File: config.mk
export PLATFORM = sky130hd
export DESIGN_NAME = perf_counter_bank
export DESIGN_NICKNAME = d
export VERILOG_FILES = /design/src/rtl/perf_pkg.sv /design/src/rtl/perf_cfg.sv /design/src/rtl/perf_window.sv /design/src/rtl/perf_counter.sv /design/src/rtl/perf_counter_bank.sv
export SDC_FILE = /design/constraint.sdc
export NUM_CORES = 1
export LEC_CHECK = 0
export ABC_AREA = 0
export BUFFER_PORTS_ARGS = -buffer_cell sky130_fd_sc_hd__buf_2
export CAP_MARGIN = 20
export CORE_ASPECT_RATIO = 0.75
export CORE_MARGIN = 2
export CORE_UTILIZATION = 57
export CTS_BUF_LIST = sky130_fd_sc_hd__clkbuf_4 sky130_fd_sc_hd__clkbuf_8
export DETAILED_ROUTE_END_ITERATION = 10
export PLACE_DENSITY_LB_ADDON = 0.12
export SYNTH_ARGS = -nofsm -noshare
export SYNTH_HDL_FRONTEND = slang
export SYNTH_SLANG_ARGS = --single-unit
File: constraint.sdc
create_clock -name clk -period 2.5 [get_ports clk]
set_input_delay 0.125 -clock clk [delete_from_list [all_inputs] [get_ports clk]]
set_output_delay 0.125 -clock clk [all_outputs]
set_load 0.02 [all_outputs]
File: src/rtl/perf_pkg.sv
`timescale 1ns/1ps
package perf_pkg;

    typedef enum logic [1:0] {
        MODE_RUN  = 2'd0,
        MODE_C1C2 = 2'd1,
        MODE_C2C1 = 2'd2,
        MODE_BAD  = 2'd3
    } win_mode_e;

    typedef enum logic [1:0] {
        WIN_ARMED = 2'd0,
        WIN_OPEN  = 2'd1,
        WIN_DONE  = 2'd2
    } win_state_e;

    typedef struct packed {
        logic open_hit;
        logic close_hit;
    } win_ctl_t;

    function automatic logic [1:0] evt_step(input logic is_branch);
        return is_branch ? 2'd2 : 2'd1;
    endfunction

    function automatic logic cfg_refused(input logic [1:0] mode, input logic any_sel);
        return (mode == MODE_BAD) || ((mode != MODE_RUN) && !any_sel);
    endfunction

endpackage

File: src/rtl/perf_cfg.sv
`timescale 1ns/1ps
module perf_cfg
    import perf_pkg::*;
#(
    parameter int NUM_CNT = 4,
    parameter int SEL_W   = 4
) (
    input  logic                     clk,
    input  logic                     rst,
    input  logic                     cfg_we,
    input  logic [1:0]               cfg_mode,
    input  logic [NUM_CNT*SEL_W-1:0] cfg_sel,
    output win_mode_e                mode_q,
    output logic [NUM_CNT*SEL_W-1:0] sel_q,
    output logic                     err_q,
    output logic                     accept
);
    logic refuse;

    always_comb begin
        refuse = cfg_refused(cfg_mode, |cfg_sel);
        accept = cfg_we && !refuse;
    end

    always_ff @(posedge clk) begin
        if (rst) begin
            mode_q <= MODE_RUN;
            sel_q  <= '0;
            err_q  <= 1'b0;
        end else if (cfg_we) begin
            if (refuse) begin
                err_q <= 1'b1;
            end else begin
                mode_q <= win_mode_e'(cfg_mode);
                sel_q  <= cfg_sel;
                err_q  <= 1'b0;
            end
        end
    end
endmodule

File: src/rtl/perf_window.sv
`timescale 1ns/1ps
module perf_window
    import perf_pkg::*;
(
    input  logic       clk,
    input  logic       rst,
    input  logic       clk_en,
    input  logic       run,
    input  logic       rearm,
    input  win_mode_e  mode,
    input  logic       cond1_hit,
    input  logic       cond2_hit,
    output win_state_e state_q,
    output logic       active
);
    win_ctl_t   ctl;
    win_state_e state_d;

    always_comb begin
        ctl.open_hit  = (mode == MODE_C2C1) ? cond2_hit : cond1_hit;
        ctl.close_hit = (mode == MODE_C2C1) ? cond1_hit : cond2_hit;
        state_d = state_q;
        if (rearm) begin
            state_d = WIN_ARMED;
        end else if (clk_en && mode != MODE_RUN) begin
            case (state_q)
                WIN_ARMED: if (ctl.open_hit)  state_d = WIN_OPEN;
                WIN_OPEN:  if (ctl.close_hit) state_d = WIN_DONE;
                default:   state_d = state_q;
            endcase
        end
        active = clk_en && run && ((mode == MODE_RUN) || (state_q == WIN_OPEN));
    end

    always_ff @(posedge clk) begin
        if (rst) state_q <= WIN_ARMED;
        else     state_q <= state_d;
    end
endmodule

File: src/rtl/perf_counter.sv
`timescale 1ns/1ps
module perf_counter
    import perf_pkg::*;
#(
    parameter int CNT_W      = 32,
    parameter int NUM_EVT    = 8,
    parameter int SEL_W      = 4,
    parameter int BRANCH_SEL = 3
) (
    input  logic               clk,
    input  logic               rst,
    input  logic               clr,
    input  logic               active,
    input  logic [SEL_W-1:0]   sel,
    input  logic [NUM_EVT-1:0] evt_strobe,
    output logic [CNT_W-1:0]   cnt_q,
    output logic               ovf_q
);
    localparam int EXT_W = 2 ** SEL_W;

    logic [EXT_W-1:0] ext;
    logic             hit;
    logic [CNT_W:0]   sum;

    always_comb begin
        ext = '0;
        ext[NUM_EVT:1] = evt_strobe;
        hit = ext[sel];
        sum = {1'b0, cnt_q} + {{(CNT_W-1){1'b0}}, evt_step(sel == SEL_W'(BRANCH_SEL))};
    end

    always_ff @(posedge clk) begin
        if (rst || clr) begin
            cnt_q <= '0;
            ovf_q <= 1'b0;
        end else if (!ovf_q && active && hit) begin
            if (sum[CNT_W]) begin
                cnt_q <= '1;
                ovf_q <= 1'b1;
            end else begin
                cnt_q <= sum[CNT_W-1:0];
            end
        end
    end
endmodule

File: src/rtl/perf_counter_bank.sv
`timescale 1ns/1ps
module perf_counter_bank
    import perf_pkg::*;
#(
    parameter int NUM_CNT    = 4,
    parameter int CNT_W      = 32,
    parameter int NUM_EVT    = 8,
    parameter int BRANCH_SEL = 3,
    localparam int SEL_W     = $clog2(NUM_EVT + 1),
    localparam int IDX_W     = (NUM_CNT > 1) ? $clog2(NUM_CNT) : 1
) (
    input  logic                     clk,
    input  logic                     rst,
    input  logic                     clk_en,
    input  logic                     run,
    input  logic                     cond1_hit,
    input  logic                     cond2_hit,
    input  logic [NUM_EVT-1:0]       evt_strobe,
    input  logic                     clr,
    input  logic                     cfg_we,
    input  logic [1:0]               cfg_mode,
    input  logic [NUM_CNT*SEL_W-1:0] cfg_sel,
    output logic                     cfg_err,
    input  logic [IDX_W-1:0]         rd_idx,
    output logic [CNT_W-1:0]         rd_value,
    output logic                     rd_ovf
);
    win_mode_e                     mode_q;
    logic [NUM_CNT*SEL_W-1:0]      sel_q;
    logic                          accept;
    win_state_e                    win_state;
    logic                          active;
    logic [NUM_CNT-1:0][CNT_W-1:0] cnt_q;
    logic [NUM_CNT-1:0]            ovf_q;

    perf_cfg #(.NUM_CNT(NUM_CNT), .SEL_W(SEL_W)) u_cfg (
        .clk(clk), .rst(rst), .cfg_we(cfg_we), .cfg_mode(cfg_mode),
        .cfg_sel(cfg_sel), .mode_q(mode_q), .sel_q(sel_q),
        .err_q(cfg_err), .accept(accept)
    );

    perf_window u_win (
        .clk(clk), .rst(rst), .clk_en(clk_en), .run(run),
        .rearm(clr || accept), .mode(mode_q),
        .cond1_hit(cond1_hit), .cond2_hit(cond2_hit),
        .state_q(win_state), .active(active)
    );

    for (genvar i = 0; i < NUM_CNT; i++) begin : g_cnt
        perf_counter #(
            .CNT_W(CNT_W), .NUM_EVT(NUM_EVT),
            .SEL_W(SEL_W), .BRANCH_SEL(BRANCH_SEL)
        ) u_cnt (
            .clk(clk), .rst(rst), .clr(clr), .active(active),
            .sel(sel_q[i*SEL_W +: SEL_W]), .evt_strobe(evt_strobe),
            .cnt_q(cnt_q[i]), .ovf_q(ovf_q[i])
        );
    end

    always_comb begin
        rd_value = '0;
        rd_ovf   = 1'b0;
        if (32'(rd_idx) < NUM_CNT) begin
            rd_value = cnt_q[rd_idx];
            rd_ovf   = ovf_q[rd_idx];
        end
    end
endmodule

==> run metrics, run 1 <==
status=complete, but fails checks; failing checks=negative setup slack; NetSw=between 1000 and 1500 uW; worst skew pair latency=approximately 0.48 ns; Initial Util=roughly 58%; most frequent cells after synthesis=153 x dfxtp_1, 89 x nor2_1, 69 x nand2_1; Reg2Reg Depth=12; Combinational Power Share=approximately 9.1%; Setup crit end kind=flop; layout cells sized above 1=about a third; Required @ worst endpoint=just under 3 ns; Detail Placement HPWL=between 15 and 20 mm; fin worst setup slack=-0.137 ns; Critical Path Max Stage Delay=0.39 ns; critical path's slowest cell=fa_2; Die ar.=around 17,000 um^2; worst path arrival time=slightly above 3 ns; Antenna Cells=0; Tot Pwr=about 4800 uW; Area contributors post-synth=dfxtp_1 35%, mux4_2 8.4%, nor3_1 3.8%, nor2_1 3.8%, a21oi_1 3.7%; Max-Cap Viols=0; Die Height=about 110 um; gr ovfl total=0; cell area after synthesis=slightly below 9000 um^2; Worst Setup SP=u_cfg.sel_q[9]; reg-to-reg startpoint=u_cfg.sel_q[9]; critical path peak fanout=6; DRT Wirelength=28.1 mm; TritonCTS clock tree=built; Chip Width=around 150 um; post-synthesis register bit count=153; Reg power frac=between 50% and 60%; Syn. warnings=0; Via Count=9,117; CTS H-tree lvls=4; fin crit period=about 2.6 ns; Worst Tran Pin Value=1.04 ns; Netlist cell types=86; I/O Buffers=69; Reg clk slew, reported paths=roughly 0.080 ns; nets=between 1,000 and 1,500; TritonCTS sink count=approximately 150; routed wire length per instance=20.5 um; vias in the first global route=7,750; initial drt markers=1,304; antenna-violating nets left=0; GP Congestion=roughly 0.99; initial antenna violation count=1; hold path depth=2; Post-Synthesis Cells=around 1,000; clk buf depth=2; max_slew headroom=between 30 and 40%; clock network power share=approximately two fifths; R2R setup slack=-0.14 ns; post-synthesis sequential area ratio=34.6%; unrepaired setup endpoints after global routing=true; DP Area=just under 10,000 um^2; CORE AREA=approximately 15,000 um^2; Synth async-reset ratio=0%; final clock skew=roughly 0.011 ns; setup violators final=26; leading area contributor after synthesis=dfxtp_1; Synthesized Nets=between 1,000 and 1,500; CTS Buf Count=17; area share of the largest cell type after synthesis=between 30% and 40%; number of synthesized flops with an enable pin=0; dominant cell by count in the synthesized netlist=dfxtp_1; Root Buffer=clkbuf_8; # rows=39; worst hold path class=in -> reg; first-pass GRT wire length=between 40 and 50 mm; startpoint types=flop; total leakage power=between 0.003 and 0.004 uW; All-Layer GR Usage=~33%; Avg Cell Area, Syn=approximately 8.8 um^2; DR vias/cell=6.65; pwr dens=around 430 nW/um^2; Max rail drop VDD=around 0.32 mV; Top Ports=70; max-slew violations=0; residual DRC count=0; fin crit share=105%; Finished Cell Area=11,100 um^2; prevailing post-synth register cell=dfxtp_1; Crit Path Class=reg -> reg; largest net degree at the start of global routing=34; CP Cell Sequence=nor2b_4, nand3b_1, ha_2, inv_2, fa_2, nor4b_4, buf_4, nand4_1, nor2_2, nand2_4, clkbuf_16, o21ai_2; Pre-Repair DR Iteration Count=6; Internal=between 3000 and 4000 uW; Area Overhead vs Synth=25.6%; fmax=about 380 MHz; Final Hold Vio Count=0; Hold Path Origin=rst; Fill cells=approximately 1,100; Switching Fraction=26.0%
==> path summary, 6_finish.rpt <==
path                                   end
setup / recovery  g_cnt[2].u_cnt.cnt_q[14]
hold / removal             u_cfg.sel_q[11]
setup reg to reg  g_cnt[2].u_cnt.cnt_q[14]
hold reg to reg                u_cfg.err_q
==> power groups by stage <==
stage	sequential [uW]	combinational [uW]	clock, uW
global route	2470	469	2010
CTS	2470	413	1900
global placement	2520	383	0
floorplan	2530	236	0
detailed placement	2530	387	0
finish	2470	438	1900
==> worst max-delay path: cells and delay by family, from the launching register on <==
| family | cells | cell delay (ns) |
|---|---|---|
| compound gates | 1 | 0.05 |
| fa+ha+maj | 2 | 0.60 |
| flops | 1 | 0.33 |
| simple gates | 6 | 1.14 |
| buf+inv | 3 | 0.44 |
==> kinds of logic after synthesis <==
family | synth area share, %
and+or+nand+nor | 26.6
AOI/OAI and AO/OA | 18.2
DFF | 34.6
buffers and inverters | 4.12
muxes | 12.1
xor gates and xnor gates | 2.18
adders and majority gates | 2.15
==> routing by layer <==
layer / GRT usage (%) / up-vias / part of all wire, %
met3: 7.87 / 74 / 11
met2: 45.2 / 514 / 42
li1: - / 4198 / -
met4: 9.55 / 0 / 2.9
met1: 49.9 / 4331 / 44
met5: 0 / - / 0
==> registers in the layout, summed over array words and instances (netlist names) <==
| name | cells |
|---|---|
| g_cnt.u_cnt.cnt_q | 128 |
| g_cnt.u_cnt.ovf_q | 4 |
| u_cfg.err_q | 1 |
| u_cfg.mode_q | 2 |
| u_cfg.sel_q | 16 |
| u_win.state_q | 2 |
==> cell usage in the layout, fill, tap and decap left out, drive strengths merged, types with 24 or more instances in the layout <==
| cell type | Yosys | final |
|---|---|---|
| buf | 25 | 172 |
| dfxtp | 153 | 153 |
| nor2 | 91 | 91 |
| nor3 | 71 | 71 |
| nand2 | 70 | 70 |
| a21oi | 67 | 67 |
| nand3 | 49 | 49 |
| o21ai | 44 | 44 |
| mux4 | 34 | 34 |
| a311oi | 30 | 30 |
| nor4 | 28 | 28 |
| inv | 26 | 26 |
| a211oi | 24 | 24 |
==> final cells by class <==
type | count | area [um^2] | area share, %
Inverter | 26 | 97.6 | 0.879
Clock inverter | 11 | 126 | 1.14
Clock buffer | 19 | 255 | 2.30
Tap cell | 205 | 256 | 2.31
Timing Repair Buffer | 194 | 1460 | 13.1
Multi-Input combinational cell | 764 | 5840 | 52.6
Sequential cell | 153 | 3070 | 27.7
==> timing repair <==
action | CTS | global route
pin swaps | 1 | 64
endpoints found under the setup margin | 33 | 109
hold buffers | 20 | 0
cloned | 0 | 5
buffers inserted | 0 | 10
hold endpoints to repair | 20 | 0
gates resized for setup | 7 | 120
==> per-stage QoR <==
step / utilization (%) / cells / worst slack [ns] / hold slack, ns / TNS (ns)
5_1_grt: 73.2 / 1372 / -0.204 / 0.0862 / -8.08
2_1_floorplan: - / 1002 / 0.000421 / 0.272 / 0
4_1_cts: 69.4 / 1357 / -0.0628 / 0.0519 / -0.0628
3_3_place_gp: 65.3 / 1307 / 0.0270 / 0.377 / 0
6_report: 73.2 / 1372 / -0.137 / 0.0749 / -2.69
3_5_place_dp: 65.3 / 1307 / -0.0839 / 0.389 / -0.719
Power figures use the tool's default switching activity.
==> run 2: changes to the inputs <==
Settings changed: CTS_CLUSTER_SIZE set to 16, SKIP_CTS_REPAIR_TIMING set to 1, SYNTH_HIERARCHICAL set to 1.
==> run 2 against run 1 <==
  * The flow still finishes with violations (negative setup slack)
  * Wire length grew 27%
  * Final area up 18%
  * Global-route usage is 2.6 points higher
  * First-iteration DRC count shrank 4.4%
  * Non-clock buffer count increased by 58
  * Setup slack worse by 0.18 ns
  * Fmax shrank 6.3%
  * Combinational power is 33% higher
  * Critical path depth shrank 2
  * Die area is 13% higher
  * Power up 4.4%
  * Hold slack gained 0.0060 ns
  * Highest routed layer is now met5
==> run metrics, run 2 <==
status=complete, but fails checks; failing checks=negative setup slack; All-Layer GR Usage=35.2% (+2.6 points); largest net degree at the start of global routing=35 (+2.9%); worst path arrival time=3.18 ns (+0.13 ns); Netlist cell types=83 (-3.5%); fin crit period=2.81 ns (+0.178 ns); R2R setup slack=-0.31 ns (-0.18 ns); gr ovfl total=0 (unchanged); unrepaired setup endpoints after global routing=true; setup violators final=105 (+300%); Synth async-reset ratio=0% (unchanged); initial drt markers=1,246 (-4.4%); critical path peak fanout=8 (+2); dominant cell by count in the synthesized netlist=dfxtp_1; max-slew violations=0 (unchanged); Largest register FFs=128 (unchanged); Die Height=119 um (+6.2%); DP Area=11,300 um^2 (+14%); Finished Cell Area=13,100 um^2 (+18%); commonest non-fill, non-tap cell in the layout=dfxtp_1; initial antenna violation count=1 (unchanged); post-synthesis sequential area ratio=30.6% (-4.1 points); Synthesized Nets=1,163 (+11%); post-synthesis register bit count=153 (unchanged); Via Count=10,800 (+19%); startpoint types=flop; # rows=41 (+5.1%); Die ar.=18,700 um^2 (+13%); Final Hold Vio Count=0 (unchanged); fin worst setup slack=-0.315 ns (-0.178 ns); Hold Path Origin=cond2_hit; CORE AREA=17,000 um^2 (+12%); cell with the most instances on the worst path=buf_6; clk buf depth=2 (unchanged); TritonCTS sink count=153 (unchanged); layout cells sized above 1=40.6% (+8.1 points); residual DRC count=0 (unchanged); Critical Path Max Stage Delay=0.52 ns (+0.13 ns); routed wire length per instance=22.7 um (+11%); Chip Width=157 um (+6.3%); TritonCTS clock tree=built; Reg clk slew, reported paths=0.09 ns (about the same); GP Congestion=0.973 (-2.0%); total leakage power=0.00477 uW (+23%); Worst Tran Pin Value=0.842 ns (-0.194 ns); area share of the largest cell type after synthesis=30.6% (-4.1 points); max_slew headroom=43.9% (+13 points); final design utilization=77.1% (+3.9 points); Area Overhead vs Synth=31.1%; CTS Buf Count=17 (unchanged); biggest regs=g_cnt.u_cnt/cnt_q (128), u_cfg/sel_q (16), g_cnt.u_cnt/ovf_q (4); Root Buffer=clkbuf_8; Crit Path Class=reg -> reg; worst skew pair latency=0.47 ns (about the same); most frequent cells in the layout=145 x dfxtp_1, 117 x buf_4, 88 x nor2_1; Setup crit end kind=flop; pwr dens=382 nW/um^2 (-12%); most frequent cells after synthesis=153 x dfxtp_1, 100 x nor2_1, 85 x nand2_1; cell area after synthesis=10,000 um^2 (+13%); Max-Cap Viols=0 (unchanged); Syn. warnings=6 (+6); Antenna Cells=0 (unchanged); I/O Buffers=69 (unchanged); nets=1,369 (+14%); Avg Cell Area, Syn=8.98 um^2 (+1.8%); prevailing post-synth register cell=dfxtp_1; critical path's slowest cell=or4_4; leading area contributor after synthesis=dfxtp_1; fin cells=1,570 (+14%); reg-to-reg endpoint=g_cnt[2].u_cnt/cnt_q[13]; final clock skew=0.0105 ns (-0.000577 ns); number of synthesized flops with an enable pin=0 (unchanged); reg-to-reg startpoint=u_cfg/sel_q[11]; Max rail drop VDD=0.351 mV (+11%); Pre-Repair DR Iteration Count=6 (unchanged); Fin Setup TNS=-15.71 ns (-13.02 ns); DR vias/cell=6.89 (+3.7%); worst hold path class=in -> reg; Worst Hold End=u_win/state_q[1]; first-pass GRT wire length=50.6 mm (+20%); Top Ports=70 (unchanged); Post-Synthesis Cells=1,115 (+11%); Reg2Reg Depth=10 (-2); Detail Placement HPWL=23.9 mm (+21%); cell count after placement=1,477 (+13%); hold path depth=4 (+2); DRT Wirelength=35.7 mm (+27%); Largest Register=g_cnt.u_cnt/cnt_q; CP Cell Sequence=nor2_2, nand3_2, buf_6, fa_2, nand3b_1, or4_4, nor4_4, nor3_4, buf_6, a311oi_1; antenna-violating nets left=0 (unchanged); fmax=355 MHz (-6.3%); fin crit share=113% (+7.1 points); vias in the first global route=8,898 (+15%); Area contributors post-synth=dfxtp_1 31%, mux4_2 7.6%, a21oi_1 4.0%, nor2_1 3.7%, nor3_1 3.7%; Required @ worst endpoint=2.87 ns (-0.04 ns); Initial Util=58.8% (+0.55 points); CTS H-tree lvls=4 (unchanged); Fill cells=1,145 (+2.0%)
==> run 2: how the worst max path moves through the flow <==
stage	from	to	slack [ns]	cells after the start
floorplan	u_cfg/sel_q[10]	g_cnt[2].u_cnt/cnt_q[6]	-0.27	11
global placement	u_cfg/sel_q[11]	g_cnt[2].u_cnt/cnt_q[7]	-0.30	10
detailed placement	u_cfg/sel_q[11]	g_cnt[2].u_cnt/cnt_q[7]	-0.35	10
CTS	u_cfg/sel_q[3]	g_cnt[0].u_cnt/cnt_q[7]	-0.39	10
global route	u_cfg/sel_q[11]	g_cnt[2].u_cnt/cnt_q[13]	-0.43	10
finish	u_cfg/sel_q[11]	g_cnt[2].u_cnt/cnt_q[13]	-0.31	10
==> run 2: worst max-delay path: cells and delay by family (launching register included) <==
| family | cells | cell delay, ns |
|---|---|---|
| compound gates | 1 | 0.24 |
| simple gates | 6 | 1.46 |
| flops | 1 | 0.33 |
| fa+ha+maj | 1 | 0.36 |
| buf+inv | 2 | 0.32 |
==> run 2: layout make-up <==
| class | count | area, um^2 | area share, % |
|---|---|---|---|
| Multi-Input combinational cell | 867 | 7250 | 55.2 |
| Clock inverter | 11 | 123 | 0.934 |
| Sequential cell | 153 | 3070 | 23.4 |
| Inverter | 30 | 113 | 0.857 |
| Tap cell | 236 | 295 | 2.25 |
| Timing Repair Buffer | 252 | 2010 | 15.3 |
| Clock buffer | 21 | 277 | 2.11 |
==> run 2: cell families after synthesis <==
| logic type | after synthesis | synth area share, % |
|---|---|---|
| flip-flops | 153 | 30.6 |
| multiplexers | 41 | 8.93 |
| adder cells (fa/ha/maj) | 12 | 1.80 |
| buffers and inverters | 96 | 5.38 |
| AND/OR/NAND/NOR | 518 | 30.8 |
| AO/OA/AOI/OAI | 295 | 22.5 |
==> run 2: layer usage <==
| layer | global-route usage (%) | part of all wire, % | vias to the layer above |
|---|---|---|---|
| met4 | 10.7 | 2.7 | 2 |
| met2 | 48.3 | 43 | 734 |
| met1 | 52.5 | 41 | 5189 |
| met3 | 10.5 | 13 | 94 |
| met5 | 0 | 0.036 | - |
| li1 | - | - | 4798 |
==> run 2: power by group <==
| part | switching (uW) | internal (uW) | total (uW) |
|---|---|---|---|
| Sequential | 16.4 | 2460 | 2480 |
| Combinational | 337 | 244 | 582 |
| Clock | 1000 | 959 | 1960 |
| Total | 1360 | 3660 | 5020 |
==> run 2: stage by stage <==
step,hold slack (ns),total power (uW),setup WS [ns]
2_1_floorplan,0.195,2850,-0.271
3_5_place_dp,0.387,3010,-0.352
3_3_place_gp,0.380,3000,-0.300
4_1_cts,-0.104,4930,-0.389
5_1_grt,0.0672,5190,-0.435
6_report,0.0809,5020,-0.315
